### config.mk
export PLATFORM = sky130hd
export DESIGN_NAME = prio_bus_arbiter
export DESIGN_NICKNAME = d
export VERILOG_FILES = /design/src/rtl/arb_pkg.sv /design/src/rtl/arb_level_check.sv /design/src/rtl/arb_rank_pick.sv /design/src/rtl/arb_grant_reg.sv /design/src/rtl/prio_bus_arbiter.sv
export SDC_FILE = /design/constraint.sdc
export NUM_CORES = 1
export LEC_CHECK = 0
export ABC_AREA = 1
export BUFFER_PORTS_ARGS = -buffer_cell sky130_fd_sc_hd__clkbuf_2
export CAP_MARGIN = 10
export CORE_AREA = 2 2 39 41
export CTS_CLUSTER_SIZE = 30
export DETAILED_ROUTE_END_ITERATION = 8
export DIE_AREA = 0 0 41 43
export PLACE_DENSITY = 0.38
export SLEW_MARGIN = 15
export SYNTH_ARGS = -nofsm -noshare
export SYNTH_HDL_FRONTEND = slang
export SYNTH_SLANG_ARGS = --single-unit
export TNS_END_PERCENT = 50
### constraint.sdc
create_clock -name clk -period 1.14 [get_ports clk]
set_input_delay 0.057 -clock clk [delete_from_list [all_inputs] [get_ports clk]]
set_output_delay 0.057 -clock clk [all_outputs]
set_load 0.01 [all_outputs]
### src/rtl/arb_pkg.sv
// Package: shared constants for the priority level bus arbiter.
// Assumes exactly three masters; the index order fixes the grant bit positions.
package arb_pkg;
    localparam int NUM_M    = 3;
    localparam int SYS_IDX  = 2;
    localparam int DMA_IDX  = 1;
    localparam int CORE_IDX = 0;
endpackage

### src/rtl/arb_level_check.sv
// Module: arb_level_check
// Flags a DMA level that sits at either end of the programmable range.
// Assumes the level is an unsigned value of LVL_W bits.
module arb_level_check #(
    parameter int LVL_W = 3
) (
    input  logic [LVL_W-1:0] level,
    output logic             bad
);
    localparam logic [LVL_W-1:0] LOW_END  = '0;
    localparam logic [LVL_W-1:0] HIGH_END = '1;

    // Purpose: compare the level against both reserved end values.
    always_comb begin
        bad = (level == LOW_END) || (level == HIGH_END);
    end
endmodule

### src/rtl/arb_rank_pick.sv
// Module: arb_rank_pick
// Returns a one-hot vector marking the requester with the highest rank.
// Assumes ranks of live requesters are distinct; on a tie the lowest index wins.
module arb_rank_pick #(
    parameter int NUM_M  = 3,
    parameter int RANK_W = 4
) (
    input  logic [NUM_M-1:0]        req,
    input  logic [NUM_M*RANK_W-1:0] rank_flat,
    output logic [NUM_M-1:0]        win
);
    logic [RANK_W-1:0] best;
    logic              found;

    // Purpose: linear scan keeping the best rank seen among live requesters.
    always_comb begin
        win   = '0;
        best  = '0;
        found = 1'b0;
        for (int i = 0; i < NUM_M; i++) begin
            if (req[i] && (!found || (rank_flat[i*RANK_W +: RANK_W] > best))) begin
                best   = rank_flat[i*RANK_W +: RANK_W];
                win    = '0;
                win[i] = 1'b1;
                found  = 1'b1;
            end
        end
    end
endmodule

### src/rtl/arb_grant_reg.sv
// Module: arb_grant_reg
// Holds the current one-hot grant and loads a new one only when not held.
// Assumes next is one-hot; reset parks the grant on PARK_IDX.
module arb_grant_reg #(
    parameter int NUM_M    = 3,
    parameter int PARK_IDX = 0
) (
    input  logic             clk,
    input  logic             rst_n,
    input  logic             hold,
    input  logic [NUM_M-1:0] next,
    output logic [NUM_M-1:0] grant
);
    localparam logic [NUM_M-1:0] PARK_VEC = NUM_M'(1) << PARK_IDX;

    // Purpose: register the grant, changing it only at idle bus boundaries.
    always_ff @(posedge clk) begin
        if (!rst_n) begin
            grant <= PARK_VEC;
        end else if (!hold) begin
            grant <= next;
        end
    end
endmodule

### src/rtl/prio_bus_arbiter.sv
// Module: prio_bus_arbiter (top)
// Grants the bus to the system master, the DMA master or the core by rank.
// The system master ranks above every programmable level, and the core ranks
// below level 0. The DMA rank is its level plus one. A DMA level at either end
// of the range is illegal and masks the DMA request. The grant changes only
// while bus_busy is low.
module prio_bus_arbiter #(
    parameter int LVL_W = 3
) (
    input  logic             clk,
    input  logic             rst_n,
    input  logic             sys_req,
    input  logic             dma_req,
    input  logic [LVL_W-1:0] dma_level,
    input  logic             bus_busy,
    output logic [2:0]       grant,
    output logic             level_err
);
    import arb_pkg::*;

    localparam int RANK_W = LVL_W + 1;

    logic                    lvl_bad;
    logic [NUM_M-1:0]        eff_req;
    logic [NUM_M*RANK_W-1:0] rank_flat;
    logic [NUM_M-1:0]        winner;

    arb_level_check #(.LVL_W(LVL_W)) u_lvl (
        .level (dma_level),
        .bad   (lvl_bad)
    );

    // One rank slot and one request line per master, chosen by index.
    for (genvar m = 0; m < NUM_M; m++) begin : g_master
        if (m == SYS_IDX) begin : g_sys
            assign rank_flat[m*RANK_W +: RANK_W] = RANK_W'(1) << LVL_W;
            assign eff_req[m] = sys_req;
        end else if (m == DMA_IDX) begin : g_dma
            assign rank_flat[m*RANK_W +: RANK_W] = RANK_W'(dma_level) + RANK_W'(1);
            assign eff_req[m] = dma_req && !lvl_bad;
        end else begin : g_core
            assign rank_flat[m*RANK_W +: RANK_W] = '0;
            assign eff_req[m] = 1'b1;
        end
    end

    arb_rank_pick #(.NUM_M(NUM_M), .RANK_W(RANK_W)) u_pick (
        .req       (eff_req),
        .rank_flat (rank_flat),
        .win       (winner)
    );

    arb_grant_reg #(.NUM_M(NUM_M), .PARK_IDX(CORE_IDX)) u_greg (
        .clk   (clk),
        .rst_n (rst_n),
        .hold  (bus_busy),
        .next  (winner),
        .grant (grant)
    );

    assign level_err = lvl_bad;
endmodule

==> results of run 1 <==
## power by group through the flow
stage,logic [uW],registers [uW],clock network (uW)
after floorplan,17.2,120,0
after global placement,46.2,117,0
after detailed placement,47.0,117,0
after CTS,47.3,115,196
after global routing,51.6,116,212
final,46.1,115,188
## area by class of cell
type,count,area share [%]
repair buffers,11,23.40
well taps,16,8.511
clock buffers,4,11.17
flip-flops and latches,3,25.53
inverters,3,4.787
multi-input cells,13,26.60
## routing by layer
layer,global-route usage (%),share of wire (%)
met2,7.187,52
met4,6.000,0
met1,4.487,37
met5,0,0
met3,7.853,11
## synthesized netlist by cell type
library cell	instances
a21oi_1	2
dfxtp_1	3
nand2_1	5
a211oi_1	1
nand3_1	2
nor2_2	1
inv_1	3
nor2_1	1
nand4_1	1
## final timing paths
| kind | start | endpoint | slack [ps] | depth (start not counted) |
|---|---|---|---|---|
| max | u_greg.grant[0]$_SDFFE_PN1N_ | grant[0] | 380 | 1 |
| min | bus_busy | u_greg.grant[2]$_SDFFE_PN0N_ | 60 | 2 |
| max reg2reg | u_greg.grant[0]$_SDFFE_PN1N_ | u_greg.grant[0]$_SDFFE_PN1N_ | 520 | 2 |
| min reg2reg | u_greg.grant[2]$_SDFFE_PN0N_ | u_greg.grant[2]$_SDFFE_PN0N_ | 450 | 2 |
## per-stage QoR
| stage | std cells | power [uW] | hold WS [ps] | setup slack [ps] | util, % |
|---|---|---|---|---|---|
| floorplan | 19 | 137.1 | 156.8 | 493.4 | - |
| global placement | 46 | 163.3 | 311.0 | 469.9 | 15.10 |
| detailed placement | 46 | 163.8 | 316.7 | 459.7 | 15.10 |
| CTS | 50 | 358.5 | 65.07 | 373.1 | 17.00 |
| global route | 50 | 379.5 | 83.04 | 337.9 | 17.00 |
| finish | 50 | 348.9 | 64.76 | 378.4 | 17.00 |
## kinds of logic after synthesis
kind of cell | share of synthesized area (%)
and+or+nand+nor | 33.65
DFF | 44.86
AOI/OAI and AO/OA | 13.09
buffers and inverters | 8.411
==> flow_summary.yaml, run 1 <==
layout:
  finish.instance_area_um2: 235.2
  num_antenna_cells: 0
  largest_reg_flops: 3
  area_delta_synth_final_pct: 75.70
  regMostFlops: "u_greg.grant"
  seq_area_um2: 60.06
  multi_input_comb_area_um2: 62.56
  layout_common_cells: "clkbuf_2, nand2_1, inv_1, clkbuf_4, dfxtp_1"
  top_regs: "u_greg.grant (3)"
  drive_gt1_share_pct: 44.12
  final_common_cell: "clkbuf_2"
  nets: 43
  fillCellCount: 168
power:
  p_sw_uw: 83.74
  pwr-share-seq_pct: 33.0
  comb_power_share_pct: 13.2
  swShare_pct: 24.00
  power_density_mw_per_mm2: 1483
  p_int_uw: 265.2
  p_leak_uw: 0.0001235
  ir_drop_v: 0.0003277
  pwr-share-clk_pct: 53.8
critical_path:
  cp_slowest_stage_delay_ps: 330
  crit_slowest_cell: "dfxtp_1"
  path_cells: "clkbuf_2"
  critical_path_buf_inv_count: 1
  path_max_fanout: 2
  cp_top_family: "flip-flops"
  startpoint_type: "register"
  endpoint_kind: "output port"
  critPathArrivalTime_ps: 700
  worstSetupPathType: "register to output port"
  critPathRequiredTime_ps: 1080
logic_synthesis:
  synth_area_leaders: "dfxtp_1, nand2_1, inv_1"
  synth_top_area_share_pct: 44.86
  ys_seq_elements: 3
  syn_area_um2: 133.9
  syn_inst: 19
  synth_area_leader_cell: "dfxtp_1"
  ys_seq_area_share_pct: 44.86
  synth.avg_cell_area_um2: 7.046
  syn_nets: 27
  netlist-cell-type-count: 9
  ys_warn_count: 0
detailed_routing:
  ant_nets: 0
  routedWlPerCell_um: 7.040
  dr.pass1.iters: 1
  wirelength_um: 352
  vias: 176
  vias_per_cell: 3.520
  drtIter0Drc: 0
  route.detailed.drc: 0
timing:
  rsz0062_at_grt: "false"
  drv_slew: 0
  maxSlewHeadroom_pct: 88.86
  fin_crit_sh_pct: 66.80
  fin_worst_skew_ps: 0
  setup_viol_count_final: 0
  fin_tns_setup_ps: 0
  fin_crit_ps: 761.6
  tightest_slew_ps: 166.1
  fmax_mhz: 1313
  hold_viol_final: 0
outcome:
  status: "finished clean"
place:
  dpl.hpwl_um: 302.7
  portBuffers: 11
  dpl_cell_area_um2: 209.0
  gp_congestion: 0.5820
die:
  core_area_mm2: 0.001384
  num_rows: 14
  die_x_um: 41
  dieArea_mm2: 0.001763
  floorplan.initialDensity_pct: 9.674
  io_pins: 12
  dieHeight_um: 43
cts:
  cts_tree: "yes"
  path_clk_slew_ps: 40
  clock_sinks: 3
  numCtsBuffers: 3
  clock_path_buffers: 2
  clkLatencyLatePin_ps: 230
  clock-root-buffer: "clkbuf_4"
  post_cts_buffers: 0
  h-tree-depth: 1
  cts_hold_buf: 0
  cts_resized: 0
grt:
  grt-ovfl-total: 0
  grt_pass1_vias: 166
  grt_pass1_wl_um: 586
  antenna_found_initial: 0
  grt_max_degree: 5
  track_usage_pct: 6.118
worst_hold_path:
  hold_path.class: "primary input to register"
flow_run:
  maxCapViolCount: 0
Note: power is estimated with default switching activity, not from simulation.
==> run 2: changes to the inputs <==
- clock period: 1.14 -> 0.8 ns (I/O delays scaled with it)
==> run 2 against run 1 <==
- flip-flop and latch count did not move
- global-route usage fell by 0.51 points
- worst hold slack got worse by 10 ps
- cell count did not move
- clock skew did not move
- register-to-register slack got worse by 340 ps
- non-clock buffer count did not move
==> flow_summary.yaml, run 2 (synthesized netlist as in run 1, its figures left out) <==
critical_path:
  critPathArrivalTime_ps: 700
  crit_slowest_cell: "dfxtp_1"
  endpoint_kind: "output port"
  worst-path-stages: 1
  startpoint: "u_greg.grant[0]$_SDFFE_PN1N_"
  worstSetupPathType: "register to output port"
  cp_slowest_stage_delay_ps: 330
  r2r-start: "u_greg.grant[0]$_SDFFE_PN1N_"
  cp_top_family: "flip-flops"
  path_max_fanout: 2
  r2r_cells: 2
  critical_path_buf_inv_count: 1
  path_cells: "clkbuf_2"
  r2r_setup_slack_ps: 180
  r2r-end: "u_greg.grant[0]$_SDFFE_PN1N_"
  critPathRequiredTime_ps: 760
  startpoint_type: "register"
  crit_path_end: "grant[0]"
power:
  power_density_mw_per_mm2: 2102
  comb_power_share_pct: 13.3
  swShare_pct: 23.59
  pwr-share-clk_pct: 53.4
  p_leak_uw: 0.0001235
  p_int_uw: 377.8
  ir_drop_v: 0.0007283
  p_sw_uw: 116.6
  pwr-share-seq_pct: 33.3
layout:
  largest_reg_flops: 3
  post-route-util_pct: 17.00
  fillCellCount: 169
  area_delta_synth_final_pct: 75.70
  nets: 43
  top_regs: "u_greg.grant (3)"
  layout_common_cells: "clkbuf_2, nand2_1, inv_1, clkbuf_4, dfxtp_1"
  final-instance-count-excl-fill: 50
  num_antenna_cells: 0
  final_common_cell: "clkbuf_2"
  regMostFlops: "u_greg.grant"
  drive_gt1_share_pct: 44.12
cts:
  clock_path_buffers: 2
  post_cts_buffers: 0
  clock_sinks: 3
  h-tree-depth: 1
  path_clk_slew_ps: 40
  clock-root-buffer: "clkbuf_4"
  cts_tree: "yes"
  cts_hold_buf: 0
  clkLatencyLatePin_ps: 230
  cts_resized: 0
  numCtsBuffers: 3
place:
  dpl.hpwl_um: 306.4
  portBuffers: 11
  dp.cells: 46
  gp_congestion: 0.5854
detailed_routing:
  routedWlPerCell_um: 7.260
  dr.pass1.iters: 4
  ant_nets: 0
  vias: 166
  drtIter0Drc: 7
  route.detailed.drc: 0
  vias_per_cell: 3.320
  wirelength_um: 363
flow_run:
  maxCapViolCount: 0
grt:
  grt_max_degree: 5
  grt_pass1_vias: 153
  use_met2_pct: 7.187
  grt-ovfl-total: 0
  grt_util_met3_pct: 8.377
  grt_pass1_wl_um: 572
  met1_usage_pct: 4.473
  track_usage_pct: 5.611
  antenna_found_initial: 0
  grt_busiest_layer: "met3"
die:
  core_area_mm2: 0.001384
  dieArea_mm2: 0.001763
  io_pins: 12
  dieHeight_um: 43
  die_x_um: 41
  floorplan.initialDensity_pct: 9.674
  num_rows: 14
timing:
  setup_viol_count_final: 0
  worst_hold_slack_ps: 54.68
  fin_tns_setup_ps: 0
  fmax_mhz: 1349
  rsz0062_at_grt: "false"
  fin_crit_sh_pct: 92.63
  tightest_slew_ps: 166.7
  maxSlewHeadroom_pct: 88.82
  drv_slew: 0
  hold_viol_final: 0
  fin_crit_ps: 741.0
  fin_worst_skew_ps: 0
outcome:
  status: "finished clean"
worst_hold_path:
  hold_path.class: "primary input to register"
run 2: cell counts in the layout (fill, tap and decap cells not counted):
No cell type changed its count.
run 2: cell type report:
class	count	area, um^2	share of cell area (%)
Sequential cell	3	60.06	25.53
Inverter	3	11.26	4.787
Tap cell	16	20.02	8.511
Clock buffer	4	26.28	11.17
Timing Repair Buffer	11	55.05	23.40
Multi-Input combinational cell	13	62.56	26.60
run 2: power by group through the flow:
stage	clock (uW)	combinational, uW	sequential, uW
after global routing	288	73.1	165
after detailed placement	0	66.6	167
final	264	65.6	165
after CTS	280	67.1	165
after global placement	0	65.8	167
after floorplan	0	24.5	171
run 2: how the worst min path moves through the flow:
stage	startpoint	endpoint	slack, ps	cells after the start
after floorplan	bus_busy	u_greg.grant[2]$_SDFFE_PN0N_	140	1
after global placement	bus_busy	u_greg.grant[2]$_SDFFE_PN0N_	290	2
after detailed placement	bus_busy	u_greg.grant[2]$_SDFFE_PN0N_	300	2
after CTS	bus_busy	u_greg.grant[2]$_SDFFE_PN0N_	50	2
after global routing	bus_busy	u_greg.grant[2]$_SDFFE_PN0N_	80	2
final	bus_busy	u_greg.grant[2]$_SDFFE_PN0N_	50	2
run 2: metal layers:
metal / wire length, um / vias to the layer above
li1: - / 92
met5: 0 / -
met1: 143 / 68
met3: 49 / 0
met2: 171 / 6
met4: 0 / 0
run 2: stage by stage:
| stage | area, um^2 | worst slack (ps) | power (uW) |
|---|---|---|---|
| global route | 235.2 | 37.91 | 526.4 |
| detailed placement | 209.0 | 124.4 | 233.5 |
| global placement | 209.0 | 147.0 | 232.6 |
| finish | 235.2 | 58.97 | 494.4 |
| floorplan | 133.9 | 153.4 | 195.3 |
| CTS | 235.2 | 49.26 | 511.9 |
